[src/rtl/asram_pkg.sv]
package asram_pkg;
  typedef enum logic [1:0] {
    ST_IDLE  = 2'd0,
    ST_READ  = 2'd1,
    ST_WRITE = 2'd2,
    ST_TURN  = 2'd3
  } ctlState_t;

  typedef struct packed {
    logic load;     // take host request this cycle
    logic selN;     // chip select level
    logic writeN;   // write strobe level
    logic readN;    // output strobe level
    logic laneOn;   // open byte enables selected by the mask
    logic drive;    // controller drives the bus
    logic capture;  // sample read data at this edge
  } strobe_t;
endpackage

[src/rtl/asram_ctrl_fsm.sv]
module asram_ctrl_fsm
  import asram_pkg::*;
#(
  parameter int WR_CYC   = 1,
  parameter int RD_CYC   = 2,
  parameter int TURN_CYC = 1
) (
  input  logic    clk,
  input  logic    rstN,
  input  logic    reqValid,
  input  logic    reqWrite,
  output logic    reqReady,
  output strobe_t stb
);
  localparam int MAX_A = (WR_CYC > RD_CYC) ? WR_CYC : RD_CYC;
  localparam int MAX_C = (MAX_A > TURN_CYC) ? MAX_A : TURN_CYC;
  localparam int CNT_W = (MAX_C > 1) ? $clog2(MAX_C) : 1;
  localparam bit USE_TURN = (TURN_CYC > 0);

  ctlState_t stateQ, stateD;
  logic [CNT_W-1:0] cntQ, cntD;
  logic justReadQ;
  logic wrDone, rdDone, turnDone, accept;

  assign wrDone   = (cntQ == CNT_W'(WR_CYC - 1));
  assign rdDone   = (cntQ == CNT_W'(RD_CYC - 1));
  assign turnDone = (cntQ == CNT_W'(TURN_CYC - 1));
  assign reqReady = (stateQ == ST_IDLE);
  assign accept   = reqReady && reqValid;

  always_comb begin
    stateD = stateQ;
    cntD   = cntQ + CNT_W'(1);
    unique case (stateQ)
      ST_IDLE: begin
        cntD = '0;
        if (accept) begin
          if (!reqWrite)                  stateD = ST_READ;
          else if (USE_TURN && justReadQ) stateD = ST_TURN;
          else                            stateD = ST_WRITE;
        end
      end
      ST_READ: if (rdDone) begin
        stateD = ST_IDLE;
        cntD   = '0;
      end
      ST_WRITE: if (wrDone) begin
        stateD = ST_IDLE;
        cntD   = '0;
      end
      ST_TURN: if (turnDone) begin
        stateD = ST_WRITE;
        cntD   = '0;
      end
      default: stateD = ST_IDLE;
    endcase
  end

  always_ff @(posedge clk or negedge rstN) begin
    if (!rstN) begin
      stateQ    <= ST_IDLE;
      cntQ      <= '0;
      justReadQ <= 1'b0;
    end else begin
      stateQ    <= stateD;
      cntQ      <= cntD;
      justReadQ <= (stateQ == ST_READ) && rdDone;
    end
  end

  always_comb begin
    stb.load    = accept;
    stb.selN    = !((stateQ == ST_READ) || (stateQ == ST_WRITE));
    stb.writeN  = (stateQ != ST_WRITE);
    stb.readN   = (stateQ != ST_READ);
    stb.laneOn  = (stateQ == ST_READ) || (stateQ == ST_WRITE);
    stb.drive   = (stateQ == ST_WRITE);
    stb.capture = (stateQ == ST_READ) && rdDone;
  end

  // once accepted, the controller is busy on the next cycle
  assert_busy_after_accept_R8: assert property (@(posedge clk) disable iff (!rstN)
    accept |=> !reqReady);

  // a capture is never followed directly by another capture
  assert_single_capture_R6: assert property (@(posedge clk) disable iff (!rstN)
    stb.capture |=> !stb.capture);
endmodule

[src/rtl/asram_ctrl_dp.sv]
module asram_ctrl_dp
  import asram_pkg::*;
#(
  parameter int ADDR_W = 16,
  parameter int DATA_W = 16
) (
  input  logic              clk,
  input  logic              rstN,
  input  strobe_t           stb,
  input  logic [ADDR_W-1:0] reqAddr,
  input  logic [DATA_W-1:0] reqWdata,
  input  logic [1:0]        reqMask,
  output logic [DATA_W-1:0] rdData,
  output logic              rdValid,
  output logic              memCeN,
  output logic              memWeN,
  output logic              memOeN,
  output logic [1:0]        memBeN,
  output logic [ADDR_W-1:0] memAddr,
  output logic [DATA_W-1:0] memDqOut,
  input  logic [DATA_W-1:0] memDqIn,
  output logic              memDqOe
);
  localparam int LANES  = 2;
  localparam int LANE_W = DATA_W / LANES;

  logic [ADDR_W-1:0] addrQ;
  logic [DATA_W-1:0] wdataQ;
  logic [LANES-1:0]  maskQ;
  logic [DATA_W-1:0] rdDataQ;
  logic              rdValidQ;

  always_ff @(posedge clk or negedge rstN) begin
    if (!rstN) begin
      addrQ    <= '0;
      wdataQ   <= '0;
      maskQ    <= '0;
      rdValidQ <= 1'b0;
    end else begin
      rdValidQ <= stb.capture;
      if (stb.load) begin
        addrQ  <= reqAddr;
        wdataQ <= reqWdata;
        maskQ  <= reqMask;
      end
    end
  end

  for (genvar g = 0; g < LANES; g++) begin : gLane
    assign memBeN[g] = !(stb.laneOn && maskQ[g]);
    always_ff @(posedge clk or negedge rstN) begin
      if (!rstN)
        rdDataQ[g*LANE_W +: LANE_W] <= '0;
      else if (stb.capture)
        rdDataQ[g*LANE_W +: LANE_W] <= maskQ[g] ? memDqIn[g*LANE_W +: LANE_W] : '0;
    end
  end

  assign memCeN   = stb.selN;
  assign memWeN   = stb.writeN;
  assign memOeN   = stb.readN;
  assign memAddr  = addrQ;
  assign memDqOut = wdataQ;
  assign memDqOe  = stb.drive;
  assign rdData   = rdDataQ;
  assign rdValid  = rdValidQ;

  // a lane that was not selected reads back as zero
  assert_masked_lane_zero_R4: assert property (@(posedge clk) disable iff (!rstN)
    (rdValid && !maskQ[0]) |-> (rdData[LANE_W-1:0] == '0));
endmodule

[src/rtl/asram_ctrl.sv]
module asram_ctrl
  import asram_pkg::*;
#(
  parameter int ADDR_W   = 16,
  parameter int DATA_W   = 16,
  parameter int WR_CYC   = 1,
  parameter int RD_CYC   = 2,
  parameter int TURN_CYC = 1
) (
  input  logic              clk,
  input  logic              rstN,
  input  logic              reqValid,
  input  logic              reqWrite,
  input  logic [ADDR_W-1:0] reqAddr,
  input  logic [DATA_W-1:0] reqWdata,
  input  logic [1:0]        reqMask,
  output logic              reqReady,
  output logic [DATA_W-1:0] rdData,
  output logic              rdValid,
  output logic              memCeN,
  output logic              memWeN,
  output logic              memOeN,
  output logic              memLbN,
  output logic              memUbN,
  output logic [ADDR_W-1:0] memAddr,
  output logic [DATA_W-1:0] memDqOut,
  input  logic [DATA_W-1:0] memDqIn,
  output logic              memDqOe
);
  strobe_t    stb;
  logic [1:0] beN;

  asram_ctrl_fsm #(.WR_CYC(WR_CYC), .RD_CYC(RD_CYC), .TURN_CYC(TURN_CYC)) i_fsm (
    .clk(clk), .rstN(rstN), .reqValid(reqValid), .reqWrite(reqWrite),
    .reqReady(reqReady), .stb(stb)
  );

  asram_ctrl_dp #(.ADDR_W(ADDR_W), .DATA_W(DATA_W)) i_dp (
    .clk(clk), .rstN(rstN), .stb(stb), .reqAddr(reqAddr), .reqWdata(reqWdata),
    .reqMask(reqMask), .rdData(rdData), .rdValid(rdValid), .memCeN(memCeN),
    .memWeN(memWeN), .memOeN(memOeN), .memBeN(beN), .memAddr(memAddr),
    .memDqOut(memDqOut), .memDqIn(memDqIn), .memDqOe(memDqOe)
  );

  assign memLbN = beN[0];
  assign memUbN = beN[1];

  // controller drives the bus only inside a write, never against a read
  assert_drive_only_write_R9: assert property (@(posedge clk) disable iff (!rstN)
    memDqOe |-> (!memCeN && !memWeN && memOeN));

  // read-valid is a single-cycle pulse
  assert_valid_pulse_R6: assert property (@(posedge clk) disable iff (!rstN)
    rdValid |=> !rdValid);

  // the address presented to the RAM is held while busy
  assert_addr_held_R10: assert property (@(posedge clk) disable iff (!rstN)
    (!reqReady && $past(!reqReady)) |-> $stable(memAddr));

  if (TURN_CYC > 0) begin : gTurnChk
    // a write taken right after a read starts with a quiet cycle
    assert_turn_gap_R7: assert property (@(posedge clk) disable iff (!rstN)
      (rdValid && reqValid && reqReady && reqWrite) |=> (memWeN && !memDqOe));
  end
endmodule

[config.mk]
export PLATFORM = sky130hd
export DESIGN_NAME = asram_ctrl
export DESIGN_NICKNAME = d
export VERILOG_FILES = /design/src/rtl/asram_pkg.sv /design/src/rtl/asram_ctrl_fsm.sv /design/src/rtl/asram_ctrl_dp.sv /design/src/rtl/asram_ctrl.sv
export SDC_FILE = /design/constraint.sdc
export NUM_CORES = 1
export LEC_CHECK = 0
export BUFFER_PORTS_ARGS = -buffer_cell sky130_fd_sc_hd__buf_2
export CORE_ASPECT_RATIO = 2
export CORE_MARGIN = 10
export CORE_UTILIZATION = 40
export CTS_CLUSTER_SIZE = 12
export DETAILED_ROUTE_END_ITERATION = 10
export GPL_TIMING_DRIVEN = 0
export PLACE_DENSITY = 0.82
export SLEW_MARGIN = 15
export SYNTH_ARGS = -nofsm -noshare
export SYNTH_HDL_FRONTEND = slang
export SYNTH_SLANG_ARGS = --single-unit
[constraint.sdc]
create_clock -name clk -period 2.24 [get_ports clk]
set_input_delay 0.224 -clock clk [delete_from_list [all_inputs] [get_ports clk]]
set_output_delay 0.224 -clock clk [all_outputs]
set_load 0.01 [all_outputs]
Yosys cells after proc, flatten, opt, wreduce, memory -nomap -nowiden. Cells that the tools add are included.

Register bits: 54. Logic and storage cells: 41.

Add/subtract/negate cells: 1. Equal/unequal tests: 9. Mux-type cells: 12. Reduce and logical (&&, ||, !) cells: 11.

Operators with widths (number): 8-bit 2-to-1 mux (2); 2-bit 2-to-1 mux (5); 2-bit != test (second input constant) (4); 2-bit one-hot mux with 4 select lines (1); 2-bit == test (second input constant) (2); 1-bit logical AND (4); 2-bit by 1-bit != test with 1-bit output (second input constant) (2); 4-bit AND reduction (1); 1-bit zero test (3); 1-bit 2-to-1 mux (3); 1-bit one-hot mux with 3 select lines (1); 2-bit by 1-bit == test with 1-bit output (second input constant) (1); 2-bit zero test (1); 2-bit OR reduction (1); 1-bit adder (second input constant) (1); 1-bit logical OR (1).

Logic depth before layout (Yosys ltp). Gate-level depths: netlist (run 1).

Word-level depth: 4. Mapped depth: 6. Depth with buffers taken out: 5.

Hierarchy. Synthesis (run 1) repeated with hierarchy kept, for this count alone.

Cells, all modules: 173. Area, all modules: 2382.3 µm².

By module, submodules not included: asram_ctrl_dp (times used 1, cells an instance 148, area each 2122.0 µm², sequential area each 1276.2 µm²); asram_ctrl_fsm (times used 1, cells an instance 25, area each 260.2 µm², sequential area each 100.1 µm²).

Least setup slack after synthesis (run 1). No wires, ideal clock.

Kind: flip-flop to flip-flop. Start: reg i_fsm.stateQ[0]. End: reg i_dp.maskQ[0]. Library setup time: 125 ps. Arrival: 1364 ps. Data required time: 2115 ps. Setup slack: 750 ps. Cell stages (with the launch flop): 6. Buffers on the path: 1. Period minus slack after synthesis: 1490 ps. Cells stage by stage: dfrtp_1 inv_1 ha_1 nand2_2 buf_6 mux2_4.

Word-level cells in the longest chain between the ends: 2.

Ends and longest elaborated chain: start, declared (line asram_ctrl_fsm.sv:20) `ctlState_t stateQ, stateD;`; start signal, assigned (line asram_ctrl_fsm.sv:65) `stateQ <= stateD;`; 2-bit zero test (line asram_ctrl_fsm.sv:28) `assign reqReady = (stateQ == ST_IDLE);`; net reqReady (line asram_ctrl.sv:17) `output logic reqReady,`; 1-bit logical AND (line asram_ctrl_fsm.sv:29) `assign accept = reqReady && reqValid;`; end signal, assigned (line asram_ctrl_dp.sv:44) `maskQ <= reqMask;`; end, declared (line asram_ctrl_dp.sv:29) `logic [LANES-1:0] maskQ;`.

The timed path passes the listed nets, and every way through them passes these cells. A chain may end at the register's enable or synchronous reset.

Final worst setup path (run 1).
Start: reg i_fsm.stateQ[1]. End: reg i_dp.addrQ[2] (netlist: i_dp.memAddr[2]).

Word-level cells in the longest chain between the ends: 2.

Ends and longest elaborated chain: 2-bit zero test (line asram_ctrl_fsm.sv:28); 1-bit logical AND (line asram_ctrl_fsm.sv:29); end signal, assigned (line asram_ctrl_dp.sv:42) `addrQ <= reqAddr;`; end, declared (line asram_ctrl_dp.sv:27) `logic [ADDR_W-1:0] addrQ;`.

Every way passes these cells.

==> flow_summary.yaml, run 1 <==
critical_path:
  r2r-start: "i_fsm.stateQ[1]"
  cp_max_fo: 10
  r2r_end: "i_dp.memAddr[2]"
  crit_arrival_ps: 1800
  end_kind: "flip-flop"
  required_ps: 2430
  path_class: "flip-flop to flip-flop"
  r2r_cells: 5
  critPathLaunchType: "flip-flop"
  r2r_slack_ps: 640
clock_network:
  cts_root_buffer: "clkbuf_8"
  cts_buffer_depth: 2
  cts_tree: "built"
  clock_latency_ps: 310
  cts.clk_slew.worst_paths_ps: 90
  clock_sinks: 54
  cts_inserted_buffers: 5
  cts_setup_buffers: 0
  htree_num_levels: 2
  post_cts_resize_count: 0
layout:
  final_common_cell: "buf_2"
  nets: 346
  diodes: 0
  area_delta_synth_final_pct: 34.1
  drive_above_1_share: 0.547
  layout_common_cells: "110 x buf_2, 54 x dfrtp_1, 35 x nand2_1, 30 x mux2_4, 18 x o21ai_0"
  fillers: 494
logic_synthesis:
  syn_area_um2: 2280
  yosysWarnings: 0
  synthCells: 169
  synth_cell_types: 14
  synth-seq-cells: 54
  syn_nets: 229
  yosysSeqAreaShare: 0.593
  avgSynthCellArea_um2: 13.5
pwr:
  peakVddDrop_mv: 1.02
  power.leakage_nw: 1.68
  power_density_nw_per_um2: 1470
route:
  drt_iter0_markers: 80
  finalWirelength_um: 5950
  vias_per_cell: 4.69
  wire_per_inst_um: 17.1
  drtPass1Iterations: 4
  vias: 1627
  drc: 0
  ant_nets: 0
floorplanning:
  die_x_um: 73.4
  core_region_area_um2: 5470
  start_util: 0.416
  io_pins: 110
  rows: 38
  die_h_um: 127
  fp.dieArea_um2: 9290
global_routing:
  antenna_found_initial: 0
  first_global_vias: 1740
  grt_pass1_wl_um: 9230
  gr-total-overflow: 0
  grt_util_all_layers: 0.129
  grt_start_max_net_pins: 55
outcome:
  run_status: "completed"
job:
  max_cap_viol_count: 0
place:
  dpl.hpwl_um: 4760
  port_buffers: 109
  dp_worst_setup_slack_ps: 651
  place_congestion: 0.763
timing:
  skew_ps: 6.32
  slew_headroom: 0.544
  worstMarginPinSlew_ps: 685
  finalWorstSetupSlack_ps: 637
  setup_tns_ps: 0
  finalSetupViolations: 0
  period_share: 0.715
  max_freq_ghz: 0.624
  rsz0062_at_grt: "no"
  min_period_ps: 1600
  hold_violations: 0
  drv_slew: 0
hold_path:
  holdPathEnd: "i_dp.memAddr[15]"
  hold_class: "input port to flip-flop"
  worstHoldPathCells: 2
  worstHoldStart: "reqAddr[15]"
kinds of logic after synthesis:
group	after synthesis	share of synthesized area
AO/OA/AOI/OAI	19	0.0434
AND/OR/NAND/NOR	37	0.0621
flip-flops	54	0.593
adder cells (fa/ha/maj)	6	0.0330
multiplexers	37	0.231
buffers and inverters	16	0.0374
cell type report:
type	count	area (um2)	area share
buffer	8	55.1	0.0180
clock buffer	6	82.6	0.0270
clock inverter	2	60.1	0.0197
inverter	8	30.0	0.00984
multi-input combinational	99	841	0.275
sequential	54	1350	0.443
tap	60	75.1	0.0246
timing repair buffer	110	558	0.183
state kept, by name (all words and copies together), names as in the netlist:
name and flops:
i_dp.memAddr 16, i_dp.rdData 16, i_fsm.cntQ 1, i_dp.memDqOut 16, i_dp.maskQ 2, i_fsm.stateQ 2, i_fsm.justReadQ 1
stage by stage:
step / cell area [um2] / total power, W / hold WS [ps] / util / instances
floorplan: 2280 / 0.00294 / -71.6 / - / 169
global placement: 2900 / 0.00369 / 455 / 0.530 / 338
detailed placement: 2900 / 0.00376 / 458 / 0.530 / 338
CTS: 3040 / 0.00457 / 122 / 0.556 / 346
global route: 3050 / 0.00482 / 117 / 0.558 / 347
finish: 3050 / 0.00448 / 135 / 0.558 / 347
cell usage after synthesis, drive strengths merged:
cell type | instances | area, um2
buf | 5 | 43.8
clkbuf | 3 | 11.3
dfrtp | 54 | 1350
ha | 6 | 75.1
inv | 8 | 30.0
mux2 | 34 | 495
mux2i | 3 | 30.0
nand2 | 36 | 138
nor2 | 1 | 3.75
o21ai | 18 | 90.1
o221ai | 1 | 8.76
report_power, final:
group	total, W	internal (W)	switching [W]
logic	0.00199	0.00103	0.000965
clock network	0.000784	0.000476	0.000308
registers	0.00170	0.00145	0.000248
worst max path at each step:
stage | startpoint | endpoint | slack (ps) | cells after the start
2_1_floorplan | i_fsm.stateQ[0] | i_dp.maskQ[0] | 750 | 5
3_3_place_gp | i_fsm.stateQ[1] | i_dp.memDqOut[15] | 670 | 5
3_5_place_dp | i_fsm.stateQ[1] | i_dp.memAddr[7] | 650 | 5
4_1_cts | i_fsm.stateQ[1] | i_dp.memAddr[2] | 610 | 5
5_1_grt | i_fsm.stateQ[1] | i_dp.memAddr[2] | 520 | 5
6_report | i_fsm.stateQ[1] | i_dp.memAddr[2] | 640 | 5
per-layer routing:
layer,up-vias,GRT usage,wire length (um)
met4,0,0.0639,178
met2,51,0.230,3360
met5,-,0,0
met3,10,0.0484,459
met1,780,0.123,1950
li1,786,-,-
worst max-delay path, stage by stage (launching register included):
cell and delay (ps):
dfrtp_1 410, inv_1 110, ha_1 230, nand2_2 200, buf_6 220, mux2_4 320
timing repair:
item,4_1_cts,5_1_grt
setup endpoints to repair,0,0
endpoints found under the hold margin,0,22
hold buffers,0,1
(Power assumes the default switching activity.)
==> run 2, diff against run 1 <==
--- a/config.mk
+++ b/config.mk
@@ -12,7 +12,7 @@
 export CTS_CLUSTER_SIZE = 12
 export DETAILED_ROUTE_END_ITERATION = 10
 export GPL_TIMING_DRIVEN = 0
-export PLACE_DENSITY = 0.82
+export PLACE_DENSITY = 0.85
 export SLEW_MARGIN = 15
 export SYNTH_ARGS = -nofsm -noshare
 export SYNTH_HDL_FRONTEND = slang
==> constraint.sdc (replaced) <==
create_clock -name clk -period 1.45 [get_ports clk]
set_input_delay 0.145 -clock clk [delete_from_list [all_inputs] [get_ports clk]]
set_output_delay 0.145 -clock clk [all_outputs]
set_load 0.01 [all_outputs]
==> flow_summary.yaml, run 2 (synthesis gave the netlist of run 1 again) <==
outcome:
  run_status: "completed"
timing:
  drv_slew: 0
  worstMarginPinSlew_ps: 667
  max_freq_ghz: 0.705
  skew_ps: 3.53
  min_period_ps: 1420
  rsz0062_at_grt: "yes"
  slew_headroom: 0.555
  period_share: 0.978
  hold_violations: 0
  finalSetupViolations: 0
route:
  finalWirelength_um: 6100
  drtPass1Iterations: 4
  wire_per_inst_um: 17.5
  vias_per_cell: 4.81
  drt_iter0_markers: 114
  vias: 1673
  ant_nets: 0
  drc: 0
layout:
  layout_common_cells: "108 x buf_2, 54 x dfrtp_1, 35 x nand2_1, 30 x mux2_4, 15 x o21ai_0"
  finalNonFillerCells: 348
  final_common_cell: "buf_2"
  diodes: 0
  fin_area_um2: 3110
  area_delta_synth_final_pct: 36.4
  drive_above_1_share: 0.573
  nets: 347
critical_path:
  critPathLaunchType: "flip-flop"
  startpoint: "i_fsm.stateQ[0]"
  cp_max_fo: 5
  critPathCapture: "memUbN"
  r2r_end: "i_dp.memDqOut[1]"
  r2r-start: "i_fsm.stateQ[0]"
  path_class: "flip-flop to output pin"
  end_kind: "output pin"
  r2r_cells: 5
  required_ps: 1310
  r2r_slack_ps: 50
  crit_arrival_ps: 1270
global_routing:
  grt_pass1_wl_um: 9280
  antenna_found_initial: 0
  grt_start_max_net_pins: 55
  gr-total-overflow: 0
  first_global_vias: 1785
  grt_util_all_layers: 0.129
clock_network:
  cts_tree: "built"
  cts.clk_slew.worst_paths_ps: 90
  cts_root_buffer: "clkbuf_8"
  clock_sinks: 54
  cts_inserted_buffers: 5
  clock_latency_ps: 300
  cts_buffer_depth: 2
  htree_num_levels: 2
floorplanning:
  fp.dieArea_um2: 9290
  rows: 38
  start_util: 0.416
  io_pins: 110
  die_x_um: 73.4
  core_region_area_um2: 5470
  die_h_um: 127
place:
  port_buffers: 109
  place_congestion: 0.792
  dpl.hpwl_um: 4780
  dp.cells: 338
  dpl_cell_area_um2: 2900
pwr:
  peakVddDrop_mv: 1.44
  power.leakage_nw: 1.70
  power_density_nw_per_um2: 2250
hold_path:
  hold_class: "input port to flip-flop"
  worstHoldStart: "reqMask[1]"
job:
  max_cap_viol_count: 0
## run 2: repair_timing
action / in CTS / in global routing
resized for setup: 4 / 16
pin swaps: 0 / 1
hold buffers: 0 / 1
hold endpoints to repair: 0 / 54
setup endpoints to repair: 44 / 46
setup buffers: 1 / 1
## run 2: how the worst min path moves through the flow
stage	endpoint	slack, ps	cells after the start
finish	i_dp.maskQ[1]	60	2
global route	i_dp.memAddr[2]	40	2
CTS	i_dp.maskQ[1]	50	2
detailed placement	i_dp.maskQ[1]	380	2
global placement	i_dp.memAddr[8]	380	2
floorplan	i_dp.maskQ[0]	-150	0
## run 2: per-layer routing
metal  part of all wire  track usage  vias to the layer above
met5                  0            0                        -
met4              0.032       0.0606                        0
met3              0.073       0.0468                       13
met2               0.57        0.226                       58
met1               0.32        0.127                      805
li1                   -            -                      797
## run 2: final cells by class
class / instances / area [um2]
Buffer: 7 / 78.8
Tap cell: 60 / 75.1
Clock inverter: 3 / 40.0
Timing Repair Buffer: 112 / 586
Inverter: 8 / 30.0
Fill cell: 452 / 2360
Multi-Input combinational cell: 99 / 876
Clock buffer: 5 / 68.8
Sequential cell: 54 / 1350
## run 2: critical path, stage by stage, from the launching register on
cell	delay [ps]
dfrtp_1	400
inv_2	90
ha_4	280
nand2_1	50
buf_2	150
## run 2: report_power, final
part | internal [W] | leakage (nW) | switching [W]
combinational | 0.00176 | 0.992 | 0.00156
clock | 0.000509 | 0.0579 | 0.000478
sequential | 0.00224 | 0.649 | 0.000432
## run 2: through the flow
| stage | setup slack [ps] | hold slack [ps] | power (W) | setup TNS, ps | util |
|---|---|---|---|---|---|
| finish | 31.3 | 63.2 | 0.00698 | 0 | 0.568 |
| global route | -57.4 | 40.5 | 0.00747 | -168 | 0.568 |
| CTS | 28.7 | 46.7 | 0.00690 | 0 | 0.554 |
| detailed placement | -124 | 379 | 0.00583 | -3920 | 0.530 |
| global placement | -96.0 | 376 | 0.00570 | -2650 | 0.530 |
| floorplan | 1.42 | -151 | 0.00455 | 0 | - |
==> run 3, diff against run 2 <==
--- a/config.mk
+++ b/config.mk
@@ -7,7 +7,7 @@
 export LEC_CHECK = 0
 export BUFFER_PORTS_ARGS = -buffer_cell sky130_fd_sc_hd__buf_2
 export CORE_ASPECT_RATIO = 2
-export CORE_MARGIN = 10
+export CORE_MARGIN = 2
 export CORE_UTILIZATION = 40
 export CTS_CLUSTER_SIZE = 12
 export DETAILED_ROUTE_END_ITERATION = 10
==> flow_summary.yaml, run 3 (synthesis gave the netlist of run 1 again) <==
critical_path:
  crit_arrival_ps: 1290
  end_kind: "output pin"
  cp_max_fo: 4
  path_class: "flip-flop to output pin"
  required_ps: 1310
  critPathLaunchType: "flip-flop"
layout:
  layout_common_cells: "108 x buf_2, 54 x dfrtp_1, 32 x nand2_1, 30 x mux2_4, 16 x o21ai_0"
  final_util: 0.569
  regArea_um2: 1350
  drive_above_1_share: 0.578
  area_delta_synth_final_pct: 36.6
  fin_area_um2: 3110
  fillers: 467
  nets: 348
  final_common_cell: "buf_2"
  diodes: 0
  multi_input_area_um2: 881
floorplanning:
  rows: 38
  io_pins: 110
  fp.dieArea_um2: 6350
  die_x_um: 57.4
  start_util: 0.416
  core_region_area_um2: 5470
  die_h_um: 111
place:
  dpl_cell_area_um2: 2900
  dp_worst_setup_slack_ps: -132
  place_congestion: 0.818
  dpl.hpwl_um: 4020
  port_buffers: 109
clock_network:
  htree_num_levels: 2
  cts_inserted_buffers: 5
  clock_sinks: 54
  clock_latency_ps: 310
  cts_buffer_depth: 2
  cts.clk_slew.worst_paths_ps: 100
  cts_tree: "built"
  cts_root_buffer: "clkbuf_8"
route:
  vias: 1690
  drtPass1Iterations: 4
  wire_per_inst_um: 15.3
  vias_per_cell: 4.84
  finalWirelength_um: 5340
  drc: 0
  ant_nets: 0
  drt_iter0_markers: 39
global_routing:
  antenna_found_initial: 0
  grt_util_all_layers: 0.179
  grt_pass1_wl_um: 8660
  gr-total-overflow: 0
  grt_start_max_net_pins: 55
  first_global_vias: 1855
pwr:
  pwr-share-clk: 0.143
  sw_frac_of_total: 0.350
  power.leakage_nw: 1.70
  internal_power_w: 0.00453
  power_density_nw_per_um2: 2240
  peakVddDrop_mv: 1.84
  power_w: 0.00697
  p_seq_frac: 0.385
  power_frac_comb: 0.472
  power.switching_w: 0.00244
timing:
  period_share: 0.987
  max_freq_ghz: 0.698
  setup_tns_ps: 0
  drv_slew: 0
  skew_ps: 8.11
  slew_headroom: 0.542
  rsz0062_at_grt: "yes"
  min_period_ps: 1430
  finalSetupViolations: 0
  worstMarginPinSlew_ps: 687
  finalWorstSetupSlack_ps: 18.2
  hold_violations: 0
job:
  max_cap_viol_count: 0
hold_path:
  hold_class: "input port to flip-flop"
outcome:
  run_status: "completed"
==> run 3: per-layer routing <==
metal  up-vias  routed length (um)  GRT usage  part of all wire
met5         -                   0          0                 0
met4         0                 164     0.0946             0.031
met3        12                 241     0.0420             0.045
met2        58                3050      0.327              0.57
met1       824                1880      0.176              0.35
li1        796                   -          -                 -
==> run 3: final cells by class <==
class / count / share of cell area
Tap cell: 60 / 0.0241
Sequential cell: 54 / 0.434
Inverter: 8 / 0.00965
Buffer: 7 / 0.0229
Clock inverter: 2 / 0.0121
Clock buffer: 6 / 0.0233
Timing Repair Buffer: 113 / 0.191
Multi-Input combinational cell: 99 / 0.283
==> run 3: power groups by stage <==
stage | registers [W] | logic (W) | clock network (W)
detailed placement | 0.00265 | 0.00310 | 0
global placement | 0.00261 | 0.00301 | 0
CTS | 0.00264 | 0.00320 | 0.00104
global route | 0.00279 | 0.00357 | 0.00109
finish | 0.00268 | 0.00329 | 0.000995
floorplan | 0.00297 | 0.00159 | 0
==> run 3: final timing paths <==
path | from | endpoint | slack (ps) | cells after the start
min in group asynchronous | rstN | i_dp.memAddr[9] | 400 | 2
hold / removal | reqAddr[8] | i_dp.memAddr[8] | 60 | 2
setup / recovery | i_fsm.stateQ[1] | memLbN | 20 | 4
setup reg to reg | i_fsm.stateQ[1] | i_dp.memAddr[1] | 20 | 5
max in group asynchronous | rstN | i_dp.memDqOut[14] | 580 | 2
hold reg to reg | i_dp.rdData[13] | i_dp.rdData[13] | 480 | 2
==> run 3: timing repair <==
action,4_1_cts,5_1_grt
hold buffers,0,1
gates resized for setup,7,14
pin swaps,0,2
buffers inserted,1,2
setup endpoints to repair,45,48
endpoints found under the hold margin,0,54
==> run 3: metrics by stage <==
step	instances	hold slack, ps
finish	349	56.5
global route	349	44.4
CTS	347	41.7
detailed placement	338	381
global placement	338	376
floorplan	169	-151
==> run 3: critical path, stage by stage (launching register included) <==
cell,delay (ps)
dfrtp_1,420
inv_2,90
ha_4,280
nand2_2,50
buf_6,130
